`src/rtl/los_pkg.sv`:
```
// Shared types for the loss-of-signal detector.
package los_pkg;
    // Digital link state held by the detector.
    typedef enum logic {
        LINK_UP   = 1'b0,
        LINK_LOST = 1'b1
    } link_state_e;
endpackage

```
`src/rtl/los_zero_run.sv`:
```
// Counts consecutive zero bits in the recovered stream.
// Assumes: bit_en marks one recovered bit per pulse; mark is valid with it.
// The count saturates at SET_ZEROS and restarts on any mark.
module los_zero_run #(
    parameter int SET_ZEROS = 175,
    parameter int CLR_ZEROS = 100
) (
    input  logic                              clk,
    input  logic                              rst_n,
    input  logic                              bit_en,
    input  logic                              mark,
    output logic [$clog2(SET_ZEROS+1)-1:0]    zrun_q,
    output logic                              run_long,
    output logic                              run_short
);
    localparam int ZW = $clog2(SET_ZEROS + 1);
    localparam logic [ZW-1:0] SET_C = ZW'(SET_ZEROS);
    localparam logic [ZW-1:0] CLR_C = ZW'(CLR_ZEROS);

    // Zero-run counter: clear on a mark, count up to saturation on a zero.
    always_ff @(posedge clk) begin
        if (!rst_n) begin
            zrun_q <= '0;
        end else if (bit_en) begin
            if (mark) begin
                zrun_q <= '0;
            end else if (zrun_q != SET_C) begin
                zrun_q <= zrun_q + 1'b1;
            end
        end
    end

    // Threshold flags for the state logic.
    always_comb begin
        run_long  = (zrun_q == SET_C);
        run_short = (zrun_q < CLR_C);
    end
endmodule

```
`src/rtl/los_density.sv`:
```
// Sliding-window ones-density qualifier.
// Assumes: one bit per bit_en pulse. Keeps the last WIN bits, counts their
// marks, and reports dens_ok once the window has held MIN_ONES or more
// marks for WIN consecutive bits.
module los_density #(
    parameter int WIN      = 32,
    parameter int MIN_ONES = 4
) (
    input  logic clk,
    input  logic rst_n,
    input  logic bit_en,
    input  logic mark,
    output logic dens_ok
);
    localparam int CW = $clog2(WIN + 1);
    localparam logic [CW-1:0] MIN_C = CW'(MIN_ONES);
    localparam logic [CW-1:0] WIN_C = CW'(WIN);

    logic [WIN-1:0] win_q;
    logic [CW-1:0]  ones_q;
    logic [CW-1:0]  ones_nxt;
    logic [CW-1:0]  streak_q;
    logic           pass_nxt;

    // Next window mark count: add the new bit, drop the oldest.
    always_comb begin
        ones_nxt = ones_q + CW'(mark) - CW'(win_q[WIN-1]);
        pass_nxt = (ones_nxt >= MIN_C);
    end

    // Window shift, mark count and passing-streak counter.
    always_ff @(posedge clk) begin
        if (!rst_n) begin
            win_q    <= '0;
            ones_q   <= '0;
            streak_q <= '0;
        end else if (bit_en) begin
            win_q  <= {win_q[WIN-2:0], mark};
            ones_q <= ones_nxt;
            if (!pass_nxt) begin
                streak_q <= '0;
            end else if (streak_q != WIN_C) begin
                streak_q <= streak_q + 1'b1;
            end
        end
    end

    // Qualified once a full window of passing checks has been seen.
    assign dens_ok = (streak_q == WIN_C);
endmodule

```
`src/rtl/los_state.sv`:
```
// Digital loss state with asymmetric set and clear.
// Assumes: inputs are registered statistics; force_loss is synchronous.
// Sets on a long zero run, clears on the density and short-run qualifiers.
module los_state
    import los_pkg::*;
(
    input  logic clk,
    input  logic rst_n,
    input  logic force_loss,
    input  logic run_long,
    input  logic run_short,
    input  logic dens_ok,
    output logic dig_lost
);
    link_state_e st_q;

    // State update: forcing first, then set, then clear.
    always_ff @(posedge clk) begin
        if (!rst_n) begin
            st_q <= LINK_LOST;
        end else if (force_loss) begin
            st_q <= LINK_LOST;
        end else begin
            case (st_q)
                LINK_UP:   if (run_long) st_q <= LINK_LOST;
                LINK_LOST: if (dens_ok && run_short) st_q <= LINK_UP;
                default:   st_q <= LINK_LOST;
            endcase
        end
    end

    assign dig_lost = (st_q == LINK_LOST);
endmodule

```
`src/rtl/los_detector.sv`:
```
// Per-channel E1 loss-of-signal detector top.
// Assumes: a single system clock; the recovered clock arrives as bit_en;
// analog_low, pwr_down and ref_lost are synchronous to clk.
// Combines the digital state with the analog flag and forcing inputs,
// and gates the receive rails during loss unless gate_dis is set.
module los_detector #(
    parameter int SET_ZEROS = 175,
    parameter int CLR_ZEROS = 100,
    parameter int WIN       = 32,
    parameter int MIN_ONES  = 4
) (
    input  logic clk,
    input  logic rst_n,
    input  logic bit_en,
    input  logic rx_pos_i,
    input  logic rx_neg_i,
    input  logic analog_low,
    input  logic pwr_down,
    input  logic ref_lost,
    input  logic gate_dis,
    output logic los_o,
    output logic rx_pos_o,
    output logic rx_neg_o
);
    localparam int ZW = $clog2(SET_ZEROS + 1);
    localparam int NRAIL = 2;

    logic          mark;
    logic [ZW-1:0] zrun_q;
    logic          run_long;
    logic          run_short;
    logic          dens_ok;
    logic          dig_lost;
    logic          force_loss;
    logic          gate_on;
    logic [NRAIL-1:0] rail_in;
    logic [NRAIL-1:0] rail_out;

    assign mark       = rx_pos_i | rx_neg_i;
    assign force_loss = pwr_down | ref_lost;

    los_zero_run #(.SET_ZEROS(SET_ZEROS), .CLR_ZEROS(CLR_ZEROS)) u_zrun (
        .clk(clk), .rst_n(rst_n), .bit_en(bit_en), .mark(mark),
        .zrun_q(zrun_q), .run_long(run_long), .run_short(run_short)
    );

    los_density #(.WIN(WIN), .MIN_ONES(MIN_ONES)) u_dens (
        .clk(clk), .rst_n(rst_n), .bit_en(bit_en), .mark(mark),
        .dens_ok(dens_ok)
    );

    los_state u_state (
        .clk(clk), .rst_n(rst_n), .force_loss(force_loss),
        .run_long(run_long), .run_short(run_short), .dens_ok(dens_ok),
        .dig_lost(dig_lost)
    );

    // Final indication: reset, forcing, analog flag or digital state.
    always_comb begin
        los_o   = !rst_n || dig_lost || analog_low || force_loss;
        gate_on = los_o && !gate_dis;
    end

    assign rail_in = {rx_neg_i, rx_pos_i};

    // Per-rail gating to a fixed low level during loss.
    for (genvar g = 0; g < NRAIL; g++) begin : g_rail
        assign rail_out[g] = rail_in[g] & ~gate_on;
    end

    assign rx_pos_o = rail_out[0];
    assign rx_neg_o = rail_out[1];
endmodule

```
`config.mk`:
```
export PLATFORM = sky130hd
export DESIGN_NAME = los_detector
export DESIGN_NICKNAME = d
export VERILOG_FILES = /design/src/rtl/los_pkg.sv /design/src/rtl/los_zero_run.sv /design/src/rtl/los_density.sv /design/src/rtl/los_state.sv /design/src/rtl/los_detector.sv
export SDC_FILE = /design/constraint.sdc
export NUM_CORES = 1
export LEC_CHECK = 0
export BUFFER_PORTS_ARGS = -buffer_cell sky130_fd_sc_hd__buf_2
export CORE_MARGIN = 1.5
export CORE_UTILIZATION = 55
export DETAILED_ROUTE_END_ITERATION = 10
export PLACE_DENSITY = 0.83
export SETUP_SLACK_MARGIN = 0.5
export SLEW_MARGIN = 15
export SYNTH_ARGS = -nofsm -noshare
export SYNTH_HDL_FRONTEND = slang
export SYNTH_HIERARCHICAL = 1
export SYNTH_SLANG_ARGS = --single-unit
```
`constraint.sdc`:
```
create_clock -name clk -period 2.4 [get_ports clk]
set_clock_uncertainty 0.15 [all_clocks]
set_input_delay 0.48 -clock clk [delete_from_list [all_inputs] [get_ports clk]]
set_output_delay 0.48 -clock clk [all_outputs]
set_load 0.005 [all_outputs]
```
* After elaboration in Yosys (flattened, before gate mapping) *
Cells that the tools add are included.

word-level totals
  register bits after elaboration = 53
  bits of input ports = 9
  output and inout bits = 3

cells by class
  add/subtract/negate cells = 4
  magnitude comparators = 2
  equality and inequality tests = 5
  mux-type cells = 7
  bitwise operators = 7
  reductions and logical operators = 11

operators with widths
  cell                                                               number
  2-to-1 mux 8 bit                                                   2
  2-to-1 mux 6 bit                                                   2
  adder 8 x 1 -> 8 bit, second input constant                        1
  equality test 8 bit, second input constant                         1
  less-than comparator 8 x 7 -> 1 bit, second input constant         1
  inequality test 8 bit, second input constant                       1
  adder 6 x 1 -> 6 bit                                               1
  adder 6 x 1 -> 6 bit, second input constant                        1
  equality test 6 bit, second input constant                         1
  greater-or-equal comparator 6 x 3 -> 1 bit, second input constant  1
  inequality test 6 bit, second input constant                       1
  subtractor 6 x 1 -> 6 bit                                          1
  AND reduction 2 bit                                                2
  logical OR 1 bit                                                   3
  NOT 1 bit                                                          3
  bitwise AND 1 bit                                                  2
  logical AND 1 bit                                                  2
  zero test 1 bit                                                    2
  2-to-1 mux 1 bit                                                   2
  inequality test 2 bit, second input constant                       1
  OR 1 bit                                                           2
  case mux 1 bit (2 select lines)                                    1
  nonzero test 2 bit                                                 1
  OR reduction 2 bit                                                 1

* Logic depth before layout (Yosys ltp) *
  word-level depth = 7
  gate-level depth with buffers = 11
  depth with buffers taken out = 11

* Hierarchy *
The synthesis kept the hierarchy.

modules (own cells, without submodules)
  module        times used  cells each  area an instance (µm²)
  los_density   1           197         2008.2
  los_zero_run  1           55          476.7
  los_detector  1           9           62.6
  los_state     1           5           45.0

* Least setup slack after synthesis *
No wires, ideal clock.

  path kind = in2reg
  start point = input rx_neg_i
  end point = register u_dens.streak_q[5]
  library setup time = 116 ps
  data arrival time = 2311 ps
  required time = 2134 ps
  path slack = -177 ps
  cell stages on the path = 9
  buffers on the path = 0
  cell sequence = or2_2 ha_1 fa_1 nand3_1 and3_1 o221ai_1 nor3_2 nand2_1 and3_1

on the way
  word-level cells in the longest chain between the ends = 6

ends and longest elaborated chain
  item                                            RTL line            RTL
  start, declared                                 los_detector.sv:16  input logic rx_neg_i,
  OR 1 bit (*)                                    los_detector.sv:39  assign mark = rx_pos_i | rx_neg_i;
  adder 6 x 1 -> 6 bit (*)                        los_density.sv:27   ones_nxt = ones_q + CW'(mark) - CW'(win_q[WIN-1]);
  subtractor 6 x 1 -> 6 bit (*)                   los_density.sv:27
  greater-or-equal comparator 6 x 3 -> 1 bit (*)  los_density.sv:28   pass_nxt = (ones_nxt >= MIN_C);
  inequality test 2 bit (no line)                 -
  AND reduction 2 bit (no line)                   -
  end signal, assigned                            los_density.sv:43   streak_q <= streak_q + 1'b1;
  end, declared                                   los_density.sv:22   logic [CW-1:0] streak_q;

Every way passes the cells marked *; elsewhere a longest branch is shown, timed or not.
A chain may end at the register's enable or synchronous reset.

* Worst setup path after layout *
  start point = register u_dens.ones_q[0]
  end point = register u_dens.streak_q[1]

on the way
  word-level cells in the longest chain between the ends = 5

ends and longest elaborated chain
  item                                            RTL line           RTL
  start, declared                                 los_density.sv:20  logic [CW-1:0] ones_q;
  start signal, assigned                          los_density.sv:39  ones_q <= ones_nxt;
  adder 6 x 1 -> 6 bit (*)                        los_density.sv:27
  subtractor 6 x 1 -> 6 bit (*)                   los_density.sv:27
  greater-or-equal comparator 6 x 3 -> 1 bit (*)  los_density.sv:28
  inequality test 2 bit (no line)                 -
  AND reduction 2 bit (no line)                   -

Marks and branches as above.

==> results by group <==
Clocking
  • CTS clk-pin slew, worst paths: 100 ps
  • Clk Latency, worst-skew pair: slightly above 300 ps
  • H-tree depth: 2
  • Clock sinks: 53
  • Number of hold buffers added after CTS: 0
  • Clock root buffer: clkbuf_8
  • Worst-case clock buffer depth: 2
  • CTS Buf Count: 5
  • CTS tree: built

Place
  • Port bufs: 11
  • HPWL after detailed placement: slightly above 3 mm
  • Cell Area, Placed: between 2000 and 3000 um^2
  • Dpl cells: 327
  • GPL Wtd Cong: 0.810

Synth
  • Synth cell types: 56
  • Post-Syn Nets: 285
  • Simple-gate share of the synthesized area: 0.223
  • Synth Register Bits: between 50 and 60
  • Mux contribution to synthesized area: 0.131
  • Post-Synth XOR/XNOR Area: 0.0203
  • Largest family of logic cells by synthesized area: simple AND/OR/NAND/NOR gates
  • Post-synthesis compound-gate area fraction: 0.126
  • Main synth FF type: dfxtp_1
  • Synthesized instance count: roughly 270
  • Post-synth EDFFs: 0
  • Yosys warns: 6
  • Post-synth ARST share: 0
  • Adder-Cell Fraction of Synth Area: 0.0512
  • Synth Cell Area: between 2000 and 3000 um^2
  • Post-synthesis average cell area: a little under 10 um^2
  • Register area share after synthesis: 0.409

Die
  • # IOs: 12
  • DIE WIDTH: just over 70 um
  • Initial core utilization: 0.583
  • Core Area: between 4000 and 5000 um^2
  • Die Ht: approximately 72 um
  • Die area: 5130 um^2
  • Cell Rows: 24

Critical path
  • CP Max Fanout: 4
  • CP arrival: 2390 ps
  • CP Launch Point: u_dens/ones_q[0]
  • Reg2reg setup slack: between 60 and 70 ps
  • RR Endpoint: u_dens/streak_q[1]
  • R2R Path Start: u_dens/ones_q[0]
  • CP required: between 2000 and 2500 ps
  • Setup crit end: u_dens/streak_q[1]
  • Worst Setup End Kind: register
  • CP Class: register to register
  • Worst r2r path cells: 11
  • Worst setup SP type: register

Cells and area
  • Register area: ~1100 um^2
  • Synth-to-Final Area Change: 14.4%
  • Fill count: roughly 360
  • Antenna cells: 0
  • Final core occ: 0.667
  • Layout cells sized above 1: 0.218
  • Multi-input gate area: between 1500 and 2000 um^2
  • Post-route design area: around 3000 um^2
  • Net count reported at finish: about 300
  • Cell Count, Final, Fillers Out: about 340

Power and ir drop
  • Clk pwr share: 0.325
  • PD cells: around 650 nW/um^2
  • Combinational power share: 0.197
  • Cell internal pwr: about 1.4 mW
  • Switching Fraction: 0.273
  • Leak Pwr: ~1.2 nW
  • Maximum VDD drop: between 0.4 and 0.5 mV
  • Sw Pwr: 527 uW
  • Share of power burned in registers: 0.477

Timing
  • Min Tclk post-route: roughly 2300 ps
  • Max frequency: about 430 MHz
  • Hold_ws: 333 ps
  • Fin. Hold Viols: 0
  • Rel. slew slack: 0.751
  • Final period utilization: 0.971
  • RSZ-0062 raised after global routing: yes
  • Worst Tran Pin Value: between 300 and 400 ps
  • Slew Limit Fails: 0
  • Setup violation total in the final timing report: 0

Routing
  • Initial detailed-routing violation count: about 120
  • Drt drc: 0
  • Avg Vias per Cell: approximately 5.6
  • Drt wl/cell: 13.3 um
  • Final ANT Viol Nets: 0
  • Total number of vias: approximately 1,900
  • Routed WL: between 4 and 5 mm
  • First-pass DRT Iterations: 6

Global route
  • Largest net degree at the start of global routing: 36
  • Gr ovfl total: 0
  • First-pass GRT wire length: ~7.6 mm
  • Vias in the first global route: 1,768
  • Total GRT Usage: 0.187
  • Initial antenna violation count: 0

Status
  • Status: complete, no violations

Hold path
  • Min-Delay Path Class: input port to register

Run
  • Max-Cap Viols: 0
kinds of logic after synthesis:
group	Yosys count
simple gates	97
buf+inv	25
flops	53
compound gates	41
xor+xnor	6
fa+ha+maj	10
mux	34
what timing repair did:
item                       CTS  global route
gates resized for setup     10             6
pin swaps                   10             4
setup buffers                0             2
setup endpoints to repair   10            11
cell usage in the layout (no fill, tap or decap), types with 2 or more instances in the layout:
cell and count:
nand2_1 13, and3_1 5, o21bai_1 2, o21ai_0 2, nand3_2 2, dfxtp_2 3
and2_1 4, ha_1 7, o22ai_1 4, nor2b_1 36, inv_1 10, nor2_1 10
dfxtp_1 50, o2111a_1 2, mux2i_1 34, a22o_1 2, nand4_1 3, o21a_1 3
inv_6 2, xor2_1 2, buf_4 12, o21ai_1 2, or4_1 2, clkbuf_8 5
a21oi_1 5, nand3_1 4, xnor2_1 3, ha_4 2, a21boi_1 3, buf_2 11
nand2b_1 3, inv_2 2
state kept, by name (all words and copies together) (netlist names):
register,cells
u_zrun/zrun_q,8
u_state/dig_lost,1
u_dens/ones_q,6
u_dens/streak_q,6
u_dens/win_q,32
how the worst min path moves through the flow:
stage / start / end / slack, ps / depth (start not counted)
finish: ref_lost / u_state/dig_lost / 330 / 5
global route: ref_lost / u_state/dig_lost / 350 / 5
CTS: ref_lost / u_state/dig_lost / 320 / 5
detailed placement: u_dens/ones_q[5] / u_dens/ones_q[5] / 340 / 2
global placement: u_dens/ones_q[5] / u_dens/ones_q[5] / 330 / 2
floorplan: u_dens/ones_q[5] / u_dens/ones_q[5] / 320 / 2
routing by layer:
layer | track usage | share of wire | up-vias | wire length (um)
met3 | 0.0619 | 0.029 | 11 | 132
met1 | 0.225 | 0.48 | 873 | 2170
met4 | 0.0650 | 0.023 | 0 | 104
met2 | 0.314 | 0.46 | 27 | 2090
li1 | - | - | 970 | -
met5 | 0 | 0 | - | 0
worst max-delay path, stage by stage, from the launching register on:
cell,delay [ps]
dfxtp_2,350
inv_2,40
ha_4,250
inv_2,40
ha_4,150
fa_2,370
nand3_2,100
and3_4,190
o221ai_2,120
nor3_4,200
o22ai_1,110
and2_1,160
synth_stat cells (all sizes together), types with 2 or more instances:
master / n / share of area
nand3: 6 / 0.014
o22ai: 4 / 0.0097
nor2b: 36 / 0.087
nand2: 14 / 0.020
xnor2: 4 / 0.014
or4: 2 / 0.0058
o21bai: 2 / 0.0058
dfxtp: 53 / 0.41
inv: 12 / 0.017
and3: 7 / 0.017
o21a: 3 / 0.0087
a21boi: 3 / 0.0087
ha: 9 / 0.043
nand2b: 3 / 0.0072
nor2: 11 / 0.017
and2: 4 / 0.0097
a21oi: 6 / 0.012
nand4: 3 / 0.0072
o21ai: 5 / 0.011
clkbuf: 9 / 0.013
a211oi: 2 / 0.013
nor3b: 2 / 0.0058
buf: 4 / 0.0077
xor2: 2 / 0.0068
o2111a: 2 / 0.0087
a22o: 2 / 0.0068
mux2i: 34 / 0.13
power by group through the flow:
stage | Combinational [mW] | Sequential (mW) | Clock, mW
after floorplan | 0.243 | 0.935 | 0
after global placement | 0.309 | 0.939 | 0
after detailed placement | 0.321 | 0.940 | 0
after CTS | 0.348 | 0.921 | 0.646
after global routing | 0.417 | 0.924 | 0.685
final | 0.381 | 0.921 | 0.627
cell type report:
cell class	instances	area share
multi-input combinational	188	0.512
sequential	53	0.359
timing repair buffer	24	0.0527
clock buffer	5	0.0232
tap	52	0.0219
clock inverter	3	0.0160
inverter	12	0.0152
per-stage QoR:
| stage | TNS (ps) | power [mW] | worst slack (ps) |
|---|---|---|---|
| 2_1_floorplan | -26.2 | 1.18 | -6.16 |
| 3_3_place_gp | -1050 | 1.25 | -192 |
| 3_5_place_dp | -1440 | 1.26 | -265 |
| 4_1_cts | 0 | 1.91 | 21.7 |
| 5_1_grt | -143 | 2.03 | -34.6 |
| 6_report | 0 | 1.93 | 69.9 |
Power figures use the tool's default switching activity.
